**config.mk**
```make
export PLATFORM = sky130hd
export DESIGN_NAME = cnt_chain
export DESIGN_NICKNAME = d
export VERILOG_FILES = /design/src/rtl/cnt_pkg.sv /design/src/rtl/cnt_mode_dec.sv /design/src/rtl/cnt_stage.sv /design/src/rtl/cnt_chain.sv
export SDC_FILE = /design/constraint.sdc
export NUM_CORES = 1
export LEC_CHECK = 0
export BUFFER_PORTS_ARGS = -buffer_cell sky130_fd_sc_hd__buf_2
export CAP_MARGIN = 20
export CELL_PAD_IN_SITES_DETAIL_PLACEMENT = 1
export CELL_PAD_IN_SITES_GLOBAL_PLACEMENT = 1
export CORE_MARGIN = 3
export CORE_UTILIZATION = 30
export DETAILED_ROUTE_END_ITERATION = 10
export GPL_ROUTABILITY_DRIVEN = 0
export HOLD_SLACK_MARGIN = 0.08
export PLACE_DENSITY_LB_ADDON = 0.1
export SLEW_MARGIN = 20
export SYNTH_ARGS = -nofsm -noshare
export SYNTH_HDL_FRONTEND = slang
export SYNTH_SLANG_ARGS = --single-unit
```
**constraint.sdc**
```tcl
create_clock -name clk_i -period 1.5 [get_ports clk_i]
set_input_delay 0.225 -clock clk_i [delete_from_list [all_inputs] [get_ports clk_i]]
set_output_delay 0.225 -clock clk_i [all_outputs]
set_load 0.02 [all_outputs]
```
**src/rtl/cnt_pkg.sv**
```systemverilog
package cnt_pkg;
  typedef enum logic [1:0] {
    MODE_HOLD  = 2'd0,
    MODE_COUNT = 2'd1,
    MODE_LOAD  = 2'd2,
    MODE_CLEAR = 2'd3
  } cnt_mode_e;

  // priority: clear > load > count > hold
  function automatic cnt_mode_e pick_mode(logic clr_n, logic load_n, logic cep, logic cet);
    if (!clr_n)          return MODE_CLEAR;
    else if (!load_n)    return MODE_LOAD;
    else if (cep && cet) return MODE_COUNT;
    else                 return MODE_HOLD;
  endfunction
endpackage

```
**src/rtl/cnt_mode_dec.sv**
```systemverilog
module cnt_mode_dec
  import cnt_pkg::*;
(
  input  logic      clr_ni,
  input  logic      load_ni,
  input  logic      cep_i,
  input  logic      cet_i,
  output cnt_mode_e mode_o
);
  always_comb mode_o = pick_mode(clr_ni, load_ni, cep_i, cet_i);
endmodule

```
**src/rtl/cnt_stage.sv**
```systemverilog
module cnt_stage
  import cnt_pkg::*;
#(
  parameter int unsigned W         = 4,
  parameter bit          ASYNC_CLR = 1'b0
) (
  input  logic         clk_i,
  input  logic         clr_ni,
  input  logic         load_ni,
  input  logic [W-1:0] data_i,
  input  logic         cep_i,
  input  logic         cet_i,
  output logic [W-1:0] q_o,
  output logic         tc_o
);
  localparam logic [W-1:0] ALL_ONES = '1;

  cnt_mode_e    mode;
  logic [W-1:0] q_q, q_d;

  cnt_mode_dec u_dec (
    .clr_ni (clr_ni),
    .load_ni(load_ni),
    .cep_i  (cep_i),
    .cet_i  (cet_i),
    .mode_o (mode)
  );

  always_comb begin
    unique case (mode)
      MODE_CLEAR: q_d = '0;
      MODE_LOAD:  q_d = data_i;
      MODE_COUNT: q_d = q_q + W'(1);
      default:    q_d = q_q;
    endcase
  end

  generate
    if (ASYNC_CLR) begin : g_async
      always_ff @(posedge clk_i or negedge clr_ni) begin
        if (!clr_ni) q_q <= '0;
        else         q_q <= q_d;
      end
    end else begin : g_sync
      always_ff @(posedge clk_i) q_q <= q_d;
    end
  endgenerate

  assign q_o  = q_q;
  // trickle enable only; parallel enable deliberately excluded
  assign tc_o = (q_q == ALL_ONES) && cet_i;
endmodule

```
**src/rtl/cnt_chain.sv**
```systemverilog
module cnt_chain #(
  parameter int unsigned STAGE_W    = 4,
  parameter int unsigned NUM_STAGES = 2,
  parameter bit          ASYNC_CLR  = 1'b0,
  localparam int unsigned TOTAL_W   = STAGE_W * NUM_STAGES
) (
  input  logic               clk_i,
  input  logic               rst_ni,
  input  logic               load_ni,
  input  logic [TOTAL_W-1:0] data_i,
  input  logic               cnt_en_i,
  input  logic               carry_en_i,
  output logic [TOTAL_W-1:0] q_o,
  output logic               tc_o
);
  logic [NUM_STAGES:0] carry;

  assign carry[0] = carry_en_i;

  for (genvar s = 0; s < NUM_STAGES; s++) begin : g_stage
    cnt_stage #(
      .W        (STAGE_W),
      .ASYNC_CLR(ASYNC_CLR)
    ) u_stage (
      .clk_i  (clk_i),
      .clr_ni (rst_ni),
      .load_ni(load_ni),
      .data_i (data_i[s*STAGE_W +: STAGE_W]),
      .cep_i  (cnt_en_i),
      .cet_i  (carry[s]),
      .q_o    (q_o[s*STAGE_W +: STAGE_W]),
      .tc_o   (carry[s+1])
    );
  end

  assign tc_o = carry[NUM_STAGES];
endmodule

```
Word level (Yosys, flattened, before mapping)

Cells that the tools add are included.
Widths: inputs -> output; s select.

Add/sub/neg operators: 2
Equality and inequality tests: 8
Muxes and demuxes: 8
Reduce and logical (&&, ||, !) cells: 6

Operators by type and width:

| cell                | count |
|---|---|
| $pmux 4 s3          | 2 |
| $add 4x1->4 const B | 2 |
| $eq 2x2->1 const B  | 4 |
| $eq 4x4->1 const B  | 2 |
| $mux 2              | 4 |
| $reduce_bool 3->1   | 2 |
| $eq 2x1->1 const B  | 2 |
| $logic_and 1x1->1   | 4 |
| $mux 1              | 2 |

Bits in registers: 8
Input port bits: 13
Output and inout port bits: 9
Word-level logic and storage cells: 26

Longest topological paths before layout

Gate-level depths: netlist of the first run.

Depth in word-level cells: 8
Gate-level depth with buffers: 4
Depth with buffers taken out: 4

Cells and area by module

Synthesis of the first run repeated with hierarchy kept, for this count alone.

Cell total of the unflattened synthesis: 56
Area, all modules: 578.1 um2

By module, submodules not included:

| module       | times used | cells an instance | area an instance (um2) |
|---|---|---|---|
| cnt_stage    | 2          | 25                | 276.5 |
| cnt_mode_dec | 2          | 3                 | 12.5 |

Worst setup path after synthesis of the first run

Ideal clock, no wire load.

Path kind: flip-flop to flip-flop
Start point: reg g_stage[0].u_stage.q_q[0]
End point: reg g_stage[1].u_stage.q_q[0] (enable)
Arrival: 1,183 ps
Data required time: 1,155 ps
Path slack: -28 ps
Cell stages (with the launch flop): 4
Cell sequence: edfxtp_1 -> ha_1 -> nand3_1 -> o211ai_1

Longest elaborated chain between the ends: 8
Elaborated cells on any way between the ends: 10
Classes of those cells: eq/ne (4); mux (3); reduce/logical (3)

Ends and longest elaborated chain:

| what                                            | RTL line        | source |
|---|---|---|
| start, declared                                 | cnt_stage.sv:19 | `logic [W-1:0] q_q, q_d;` |
| start signal, assigned                          | cnt_stage.sv:45 | `always_ff @(posedge clk_i) q_q <= q_d;` |
| $eq 4x4->1 *                                    | cnt_stage.sv:51 | `assign tc_o = (q_q == ALL_ONES) && cet_i;` |
| $logic_and 1x1->1 *                             | cnt_stage.sv:51 |  |
| $logic_and 1x1->1 *                             | cnt_pkg.sv:13   | `else if (cep && cet) return MODE_COUNT;` |
| $mux 1 *                                        | cnt_pkg.sv:13   |  |
| $mux 2 *                                        | cnt_pkg.sv:12   | `else if (!load_n) return MODE_LOAD;` |
| $mux 2 *                                        | cnt_pkg.sv:11   | `if (!clr_n) return MODE_CLEAR;` |
| $eq 2x2->1 / $eq 2x1->1 (equally long branches) | cnt_stage.sv:30 | `unique case (mode)` |
| $reduce_bool 3->1 (no line) *                   | -               |  |
| end signal, assigned                            | cnt_stage.sv:45 |  |
| end, declared                                   | cnt_stage.sv:19 |  |

Every way passes the cells marked *; elsewhere a longest branch is shown, timed or not.
A chain may end at the register's enable or synchronous reset.

Worst setup path in the final report of the first run

Start point: reg g_stage[0].u_stage.q_q[1]
End point: out tc_o

Longest elaborated chain between the ends: 3

Ends and longest elaborated chain:

| what                           | RTL line        | source |
|---|---|---|
| $eq 4x4->1                     | cnt_stage.sv:51 |  |
| $logic_and 1x1->1 (2 in a row) | cnt_stage.sv:51 |  |
| end, declared                  | cnt_chain.sv:14 | `output logic tc_o` |

Every way passes these cells.

==> results of run 1 <==
## worst max-delay path, cell delays in order (launching register included)
cell,delay (ns)
edfxtp_1,0.41
ha_4,0.17
nand3_4,0.10
nor2_2,0.13
buf_4,0.14
## power by group through the flow
stage | combinational (mW) | clock, mW | sequential, mW
after floorplan | 0.0354 | 0 | 0.306
after global placement | 0.109 | 0 | 0.286
after detailed placement | 0.108 | 0 | 0.287
after CTS | 0.113 | 0.168 | 0.282
after global routing | 0.132 | 0.181 | 0.288
final | 0.118 | 0.167 | 0.285
## logic make-up after synthesis
group	Yosys count
fa+ha+maj	2
buf+inv	2
simple gates	15
compound gates	9
xor+xnor	4
flops	8
## metal layers
layer | vias to the layer above | routed length [µm] | track usage [%]
met5 | - | 0 | 0
li1 | 208 | - | -
met3 | 4 | 86 | 3.98
met2 | 17 | 493 | 20.3
met4 | 0 | 21 | 7.02
met1 | 189 | 586 | 18.8
## layout by cell type, fill, tap and decap left out, drive strengths merged
cell type,synthesis,routed
nor2b,1,1
xor2,2,2
nand2,6,6
o31ai,1,1
inv,1,1
buf,1,27
nor2,2,2
o211ai,1,1
o21ai,4,4
a22o,3,3
nand4,2,2
nand3,4,4
xnor2,2,2
clkbuf,0,3
ha,2,2
edfxtp,8,8
## Yosys cell counts
| library cell | count | area [µm²] |
|---|---|---|
| xor2_1 | 2 | 17.5 |
| buf_6 | 1 | 11.3 |
| nor2_1 | 1 | 3.75 |
| nand2_1 | 6 | 22.5 |
| o21ai_0 | 4 | 20.0 |
| nand4_1 | 1 | 6.26 |
| nor2b_1 | 1 | 6.26 |
| nand4_2 | 1 | 12.5 |
| xnor2_1 | 2 | 17.5 |
| o31ai_1 | 1 | 7.51 |
| inv_1 | 1 | 3.75 |
| nand3_1 | 4 | 20.0 |
| ha_1 | 2 | 25.0 |
| a22o_2 | 3 | 30.0 |
| o211ai_1 | 1 | 7.51 |
| nor2_2 | 1 | 6.26 |
| edfxtp_1 | 8 | 240 |
## through the flow
step	setup WS (ns)	TNS [ns]	hold slack [ns]
3_5_place_dp	0.145	0	0.506
2_1_floorplan	0.00166	0	0.410
5_1_grt	-0.0159	-0.0159	0.256
3_3_place_gp	0.202	0	0.503
6_report	0.0595	0	0.239
4_1_cts	0.00678	0	0.241
## area by class of cell
class                           count  area share, %
Timing Repair Buffer               27           22.8
Tap cell                           15           2.81
Clock buffer                        3           3.37
Multi-Input combinational cell     30           34.5
Inverter                            1          0.562
Sequential cell                     8           36.0
## timing repair
item,in CTS,in global routing
gates resized for setup,0,4
setup endpoints to repair,1,1
gates cloned,0,0
pin swaps,0,1
setup buffers,1,1
## path summary, 6_finish.rpt
| check | startpoint | end | slack, ns |
|---|---|---|---|
| worst min register to register | g_stage[1].u_stage.q_o[0]$_DFFE_PP_ | g_stage[1].u_stage.q_o[0]$_DFFE_PP_ | 0.71 |
| worst min-delay path | data_i[1] | g_stage[0].u_stage.q_o[1]$_DFFE_PP_ | 0.24 |
| worst max-delay path | g_stage[0].u_stage.q_o[1]$_DFFE_PP_ | tc_o | 0.06 |
| worst max register to register | g_stage[0].u_stage.q_o[1]$_DFFE_PP_ | g_stage[1].u_stage.q_o[1]$_DFFE_PP_ | 0.18 |
==> impl_metrics.yaml, run 1 <==
power_and_ir_drop:
  ir_drop_uv: 429
  p_leak_nw: 0.298
  power_mw: 0.571
  swShare_pct: 27.4
  p_per_area_mw_per_mm2: 854
  p_seq_share_pct: 49.9
  p_switching_mw: 0.156
  pwr-share-comb_pct: 20.7
  clkPwrFrac_pct: 29.3
  power.internal_mw: 0.414
clocking:
  cts_made_buffers: 3
  cts.sinks: 8
  clockBufferDepth: 2
  clkSlewWorstSetupHoldPaths_ns: 0.06
  clock_latency_ns: 0.26
  holdBufCountCts: 0
  cts-root-buf: "clkbuf_4"
  cts_tree: "done"
  htreeDepth: 1
setup_path:
  worstRegToRegCells: 4
  crit_fanout: 4
  start_kind: "register"
  worstSetupEndpointType: "output pin"
  worstPathRequired_ns: 1.27
  path_class: "register to output pin"
  arrival_ns: 1.22
route:
  ant_nets: 0
  drc: 0
  post_drt_wl_per_cell_um: 14.1
  vias_per_cell: 4.98
  dr.pass1.iters: 2
  drt_wl_total_um: 1190
  drt_iter0_markers: 4
  dr_total_vias: 418
finish:
  n_fill_cell: 163
  final_cells: 84
  layout-drive-gt1-share_pct: 55.1
  antenna_cells: 0
  fin_nets: 86
  largest_reg_flops: 8
  finish.utilization_pct: 48.9
  area_delta_synth_final_pct: 45.9
  ff_latch_area_um2: 240
  multi_input_area_um2: 230
  design_area_um2: 668
job:
  drv_cap: 0
place:
  post_dp_cell_area_um2: 608
  numPortBuffers: 21
  dp_cells: 79
  hpwlAfterDp_um: 942
synth:
  syn_area_per_cell_um2: 11.4
  synth-xor-area-share_pct: 7.65
  synth_top_family_by_area: "simple AND/OR/NAND/NOR gates"
  synth-adder-area-share_pct: 5.46
  synthSimpleGateAreaFrac_pct: 16.9
  synth.mux.area_fraction_pct: 0
  synth_nets: 55
  synth_cells: 40
  synth_compound_area_share_pct: 14.2
  ys_ff_latch: 8
  syn-cell-area_um2: 458
  synth-seq-area-share_pct: 52.5
  synth_cell_types: 17
  yosysWarnings: 0
global_route:
  grt_max_degree: 7
  overflow: 0
  antenna_found_initial: 0
  grt_pass1_vias: 444
  grt_pass1_wl_um: 1960
  track_usage_pct: 14.0
timing:
  finalSetupViolCount: 0
  timing.final.crit_period_ns: 1.44
  hold_violations: 0
  fin_worst_skew_ns: 0.0120
  finalCritPeriodShare_pct: 96.0
  max-slew-margin-rel_pct: 83.9
  drv_slew: 0
  worst_pin_slew_ns: 0.240
  fmax_mhz: 694
die:
  start_util_pct: 33.5
  core_area_mm2: 0.00137
  die_area_mm2: 0.00203
  core.rowCount: 13
  die_h_um: 45.1
  ios: 22
  dieWidth_um: 45.1
worst_hold_path:
  holdPathStages: 3
  hp-class: "input port to register"
run_status:
  outcome: "complete, no violations"
Power figures use the tool's default switching activity.
==> run 2: changes to the inputs <==
CTS_BUF_LIST = sky130_fd_sc_hd__clkbuf_8   (was default)
MAX_ROUTING_LAYER = met4   (was default)
==> run 2 against run 1 <==
  * Sequential power hardly changed
  * Final cell count stayed put
  * Die area stayed put
==> impl_metrics.yaml, run 2 (synthesis gave the netlist of run 1 again) <==
setup_path:
  reg2reg_slack_ns: 0.17
  crit_fanout: 4
  timing.rr.start: "g_stage[0].u_stage.q_o[1]$_DFFE_PP_"
  slowest_delay_ns: 0.40
  path_cells: "ha_4, nand3_2, nor2_2, buf_4"
  worstSetupEndpointType: "output pin"
  crit_slowest_cell: "edfxtp_1"
  worstPathRequired_ns: 1.27
  worstRegToRegCells: 4
  arrival_ns: 1.20
  r2r-end: "g_stage[1].u_stage.q_o[1]$_DFFE_PP_"
  path_class: "register to output pin"
  start_kind: "register"
clocking:
  cts.sinks: 8
  cts_made_buffers: 3
  clockBufferDepth: 2
  cts_tree: "done"
  clkSlewWorstSetupHoldPaths_ns: 0.04
  htreeDepth: 1
  cts-root-buf: "clkbuf_8"
  clock_latency_ns: 0.22
finish:
  largest_reg_flops: 8
  final_cell_mix: "20 x buf_2, 8 x edfxtp_1, 7 x buf_4"
  n_fill_cell: 163
  fin_nets: 86
  area_delta_synth_final_pct: 48.4
  design_area_um2: 679
  final_common_cell: "buf_2"
  layout-drive-gt1-share_pct: 55.1
  antenna_cells: 0
global_route:
  grt_max_degree: 7
  overflow: 0
  grt_pass1_vias: 443
  track_usage_pct: 14.2
  antenna_found_initial: 0
  grt_pass1_wl_um: 1950
die:
  ios: 22
  die_h_um: 45.1
  start_util_pct: 33.5
  dieWidth_um: 45.1
  core_area_mm2: 0.00137
  die_area_mm2: 0.00203
  core.rowCount: 13
worst_hold_path:
  min_from: "data_i[4]"
  holdPathStages: 3
  hp-class: "input port to register"
  hold_path_end: "g_stage[1].u_stage.q_o[0]$_DFFE_PP_"
timing:
  fin_worst_skew_ns: 0.00522
  hold_violations: 0
  timing.final.crit_period_ns: 1.43
  setup_ws_ns: 0.0738
  drv_slew: 0
  fmax_mhz: 701
  max-slew-margin-rel_pct: 84.1
  timing.hold.ws_ns: 0.277
  finalCritPeriodShare_pct: 95.1
  worst_pin_slew_ns: 0.237
  finalSetupViolCount: 0
route:
  dr.pass1.iters: 2
  drt_wl_total_um: 1200
  drc: 0
  vias_per_cell: 4.94
  dr_total_vias: 415
  drt_iter0_markers: 9
  post_drt_wl_per_cell_um: 14.2
  ant_nets: 0
power_and_ir_drop:
  p_leak_nw: 0.305
  ir_drop_uv: 590
  p_per_area_mw_per_mm2: 961
place:
  hpwlAfterDp_um: 942
  place_ws_ns: 0.145
  numPortBuffers: 21
  post_dp_cell_area_um2: 608
job:
  drv_cap: 0
run_status:
  outcome: "complete, no violations"
[run 2: how the worst max path moves through the flow]
stage	startpoint	to	cells past startpoint
after floorplan	g_stage[0].u_stage.q_o[0]$_DFFE_PP_	g_stage[1].u_stage.q_o[0]$_DFFE_PP_	3
after global placement	g_stage[0].u_stage.q_o[0]$_DFFE_PP_	g_stage[1].u_stage.q_o[3]$_DFFE_PP_	4
after detailed placement	g_stage[0].u_stage.q_o[0]$_DFFE_PP_	g_stage[1].u_stage.q_o[3]$_DFFE_PP_	4
after CTS	g_stage[0].u_stage.q_o[0]$_DFFE_PP_	tc_o	4
after global routing	g_stage[0].u_stage.q_o[1]$_DFFE_PP_	tc_o	4
final	g_stage[0].u_stage.q_o[1]$_DFFE_PP_	tc_o	4
[run 2: cell type report]
class | count | area (µm²) | share of cell area, %
Sequential cell | 8 | 240 | 35.4
Tap cell | 15 | 18.8 | 2.76
Clock buffer | 3 | 41.3 | 6.08
Inverter | 1 | 3.75 | 0.552
Timing Repair Buffer | 27 | 153 | 22.5
Multi-Input combinational cell | 30 | 223 | 32.8
[run 2: critical path: cells and delay by family (launching register included)]
family / cells / cell delay (ns)
flip-flops: 1 / 0.40
AND/OR/NAND/NOR: 2 / 0.27
adder cells (fa/ha/maj): 1 / 0.16
buffers and inverters: 1 / 0.14
[run 2: power by group]
group,internal (mW),total [mW],switching (mW)
sequential,0.267,0.285,0.0173
clock,0.173,0.251,0.0776
combinational,0.0557,0.118,0.0621
[run 2: routing by layer]
layer	vias up	part of all wire (%)	GRT usage [%]
li1	209	-	-
met1	190	50	18.6
met2	14	43	20.1
met3	2	6.7	3.98
met4	0	0.67	7.02
met5	-	0	-
[run 2: what timing repair did]
item,CTS,global route
buffers inserted,0,2
hold buffers,0,0
hold endpoints to repair,0,0
resized for setup,0,3
setup endpoints to repair,0,1
[run 2: metrics by stage]
step	util [%]	cells	TNS [ns]	power, mW
after detailed placement	44.5	79	0	0.395
after global routing	49.7	84	-0.0124	0.693
after CTS	47.5	82	0	0.650
after floorplan	-	40	0	0.342
after global placement	44.5	79	0	0.395
final	49.7	84	0	0.653
==> run 3: changes to the inputs <==
--- a/config.mk
+++ b/config.mk
@@ -17,4 +17,4 @@
 export HOLD_SLACK_MARGIN = 0.08
-export MAX_ROUTING_LAYER = met4
 export PLACE_DENSITY_LB_ADDON = 0.1
+export REMOVE_ABC_BUFFERS = 1
 export SLEW_MARGIN = 20
--- a/constraint.sdc
+++ b/constraint.sdc
@@ -3,2 +3,2 @@
 set_output_delay 0.225 -clock clk_i [all_outputs]
-set_load 0.02 [all_outputs]
+set_load 0.01 [all_outputs]
==> run 3 against run 2 <==
  * Critical path depth down 1
  * Maximum frequency down 0.54%
  * Combinational power about the same
  * Register-to-register slack worse by 0.10 ns
  * Highest routed layer unchanged
==> impl_metrics.yaml, run 3 (synthesis gave the netlist of run 1 again) <==
route:
  drt_wl_total_um: 1410
  dr_total_vias: 460
  drt_iter0_markers: 1
  ant_nets: 0
  dr.pass1.iters: 4
  vias_per_cell: 5.29
  post_drt_wl_per_cell_um: 16.2
  drc: 0
global_route:
  grt_pass1_wl_um: 2250
  antenna_found_initial: 0
  overflow: 0
  grt_max_degree: 7
  grt_pass1_vias: 469
  track_usage_pct: 16.4
run_status:
  outcome: "complete, no violations"
die:
  dieWidth_um: 45.1
  die_h_um: 45.1
  core_area_mm2: 0.00137
  ios: 22
  core.rowCount: 13
  start_util_pct: 33.5
  die_area_mm2: 0.00203
finish:
  fin_nets: 89
  final_common_cell: "buf_2"
  area_delta_synth_final_pct: 54.4
  antenna_cells: 0
  layout-drive-gt1-share_pct: 56.9
  largest_reg_flops: 8
  final_cells: 87
  final_cell_mix: "21 x buf_2, 9 x buf_4, 8 x edfxtp_1"
setup_path:
  path_cells: "ha_4, nand3_4, o211ai_1"
  arrival_ns: 1.31
  worstPathRequired_ns: 1.37
  critPathBufInv: 0
  worstSetupStartpoint: "g_stage[0].u_stage.q_o[0]$_DFFE_PP_"
  timing.rr.start: "g_stage[0].u_stage.q_o[0]$_DFFE_PP_"
  slowest_delay_ns: 0.41
  setup.worst_path.end: "g_stage[1].u_stage.q_o[2]$_DFFE_PP_"
  r2r-end: "g_stage[1].u_stage.q_o[2]$_DFFE_PP_"
  cp_num_cells: 3
  crit_slowest_cell: "o211ai_1"
  path_class: "register to register"
  worstSetupEndpointType: "register"
  reg2reg_slack_ns: 0.07
  start_kind: "register"
  crit_fanout: 4
  worstRegToRegCells: 3
  crit_family: "compound AO/OA/AOI/OAI gates"
power_and_ir_drop:
  p_switching_mw: 0.157
  p_seq_share_pct: 43.3
  clkPwrFrac_pct: 38.8
  ir_drop_uv: 399
  p_leak_nw: 0.322
  swShare_pct: 23.7
  p_per_area_mw_per_mm2: 934
  pwr-share-comb_pct: 17.9
  power.internal_mw: 0.504
place:
  place_ws_ns: 0.00746
  dp_cells: 81
  hpwlAfterDp_um: 1010
  numPortBuffers: 21
job:
  drv_cap: 0
clocking:
  cts-root-buf: "clkbuf_8"
  cts_tree: "done"
  cts_made_buffers: 3
  clockBufferDepth: 2
  cts.sinks: 8
  clock_latency_ns: 0.23
  htreeDepth: 1
  clkSlewWorstSetupHoldPaths_ns: 0.04
  holdBufCountCts: 0
timing:
  timing.final.crit_period_ns: 1.43
  rsz0062_at_grt: "no"
  finalCritPeriodShare_pct: 95.6
  max-slew-margin-rel_pct: 70.6
  setup_tns_ns: 0
  setup_ws_ns: 0.0661
  hold_violations: 0
  drv_slew: 0
  finalSetupViolCount: 0
  fmax_mhz: 697
  worst_pin_slew_ns: 0.439
  fin_worst_skew_ns: 0.00106
worst_hold_path:
  min_from: "data_i[1]"
  hp-class: "input port to register"
-- run 3: cell types whose count changed in the layout (fill, tap and decap cells not counted) --
cell     previous run  this run
buf_2              20        21
buf_4               7         9
nand3_2             1         0
nand3_4             0         1
-- run 3: timing repair --
item                                    CTS  global route
pin swaps                                 1             1
endpoints found under the setup margin    5             5
gates resized for setup                   2             3
setup buffers                             3             1
hold endpoints to repair                  0             0
-- run 3: metrics by stage --
step                power, mW  util [%]  area, µm²  hold slack (ns)
global placement        0.383      45.1        616            0.503
finish                  0.660      51.7        707            0.299
detailed placement      0.385      45.1        616            0.514
floorplan               0.324         -        447            0.410
CTS                     0.651      50.3        687            0.283
global route            0.694      51.7        707            0.296
-- run 3: worst min path at each step --
| stage | to | slack (ns) | depth (start not counted) |
|---|---|---|---|
| 2_1_floorplan | g_stage[1].u_stage.q_o[0]$_DFFE_PP_ | 0.41 | 2 |
| 4_1_cts | g_stage[0].u_stage.q_o[2]$_DFFE_PP_ | 0.28 | 3 |
| 3_5_place_dp | g_stage[0].u_stage.q_o[2]$_DFFE_PP_ | 0.51 | 3 |
| 6_report | g_stage[0].u_stage.q_o[1]$_DFFE_PP_ | 0.30 | 3 |
| 3_3_place_gp | g_stage[0].u_stage.q_o[3]$_DFFE_PP_ | 0.50 | 3 |
| 5_1_grt | g_stage[1].u_stage.q_o[0]$_DFFE_PP_ | 0.30 | 3 |
-- run 3: worst min-delay path, delay by kind of cell --
| family | cells | cell delay, ns |
|---|---|---|
| AND/OR/NAND/NOR | 1 | 0.04 |
| buffers and inverters | 1 | 0.07 |
| AO/OA/AOI/OAI | 1 | 0.07 |
-- run 3: cell type report --
type / count / area [µm²]
tap: 15 / 18.8
sequential: 8 / 240
fill: 171 / 659
multi-input combinational: 30 / 230
inverter: 1 / 3.75
timing repair buffer: 30 / 173
clock buffer: 3 / 41.3
-- run 3: per-layer routing --
metal / global-route usage (%) / wire length, µm / up-vias
met5: 0 / 0 / -
met4: 8.77 / 28 / 0
met3: 2.79 / 75 / 4
met2: 25.1 / 677 / 16
met1: 21.9 / 632 / 224
li1: - / - / 216
-- run 3: power by group through the flow --
stage	registers (mW)	clock network [mW]	logic (mW)
after floorplan	0.293	0	0.0315
after global placement	0.284	0	0.0987
after detailed placement	0.284	0	0.100
after CTS	0.281	0.258	0.112
after global routing	0.288	0.275	0.132
final	0.286	0.256	0.118
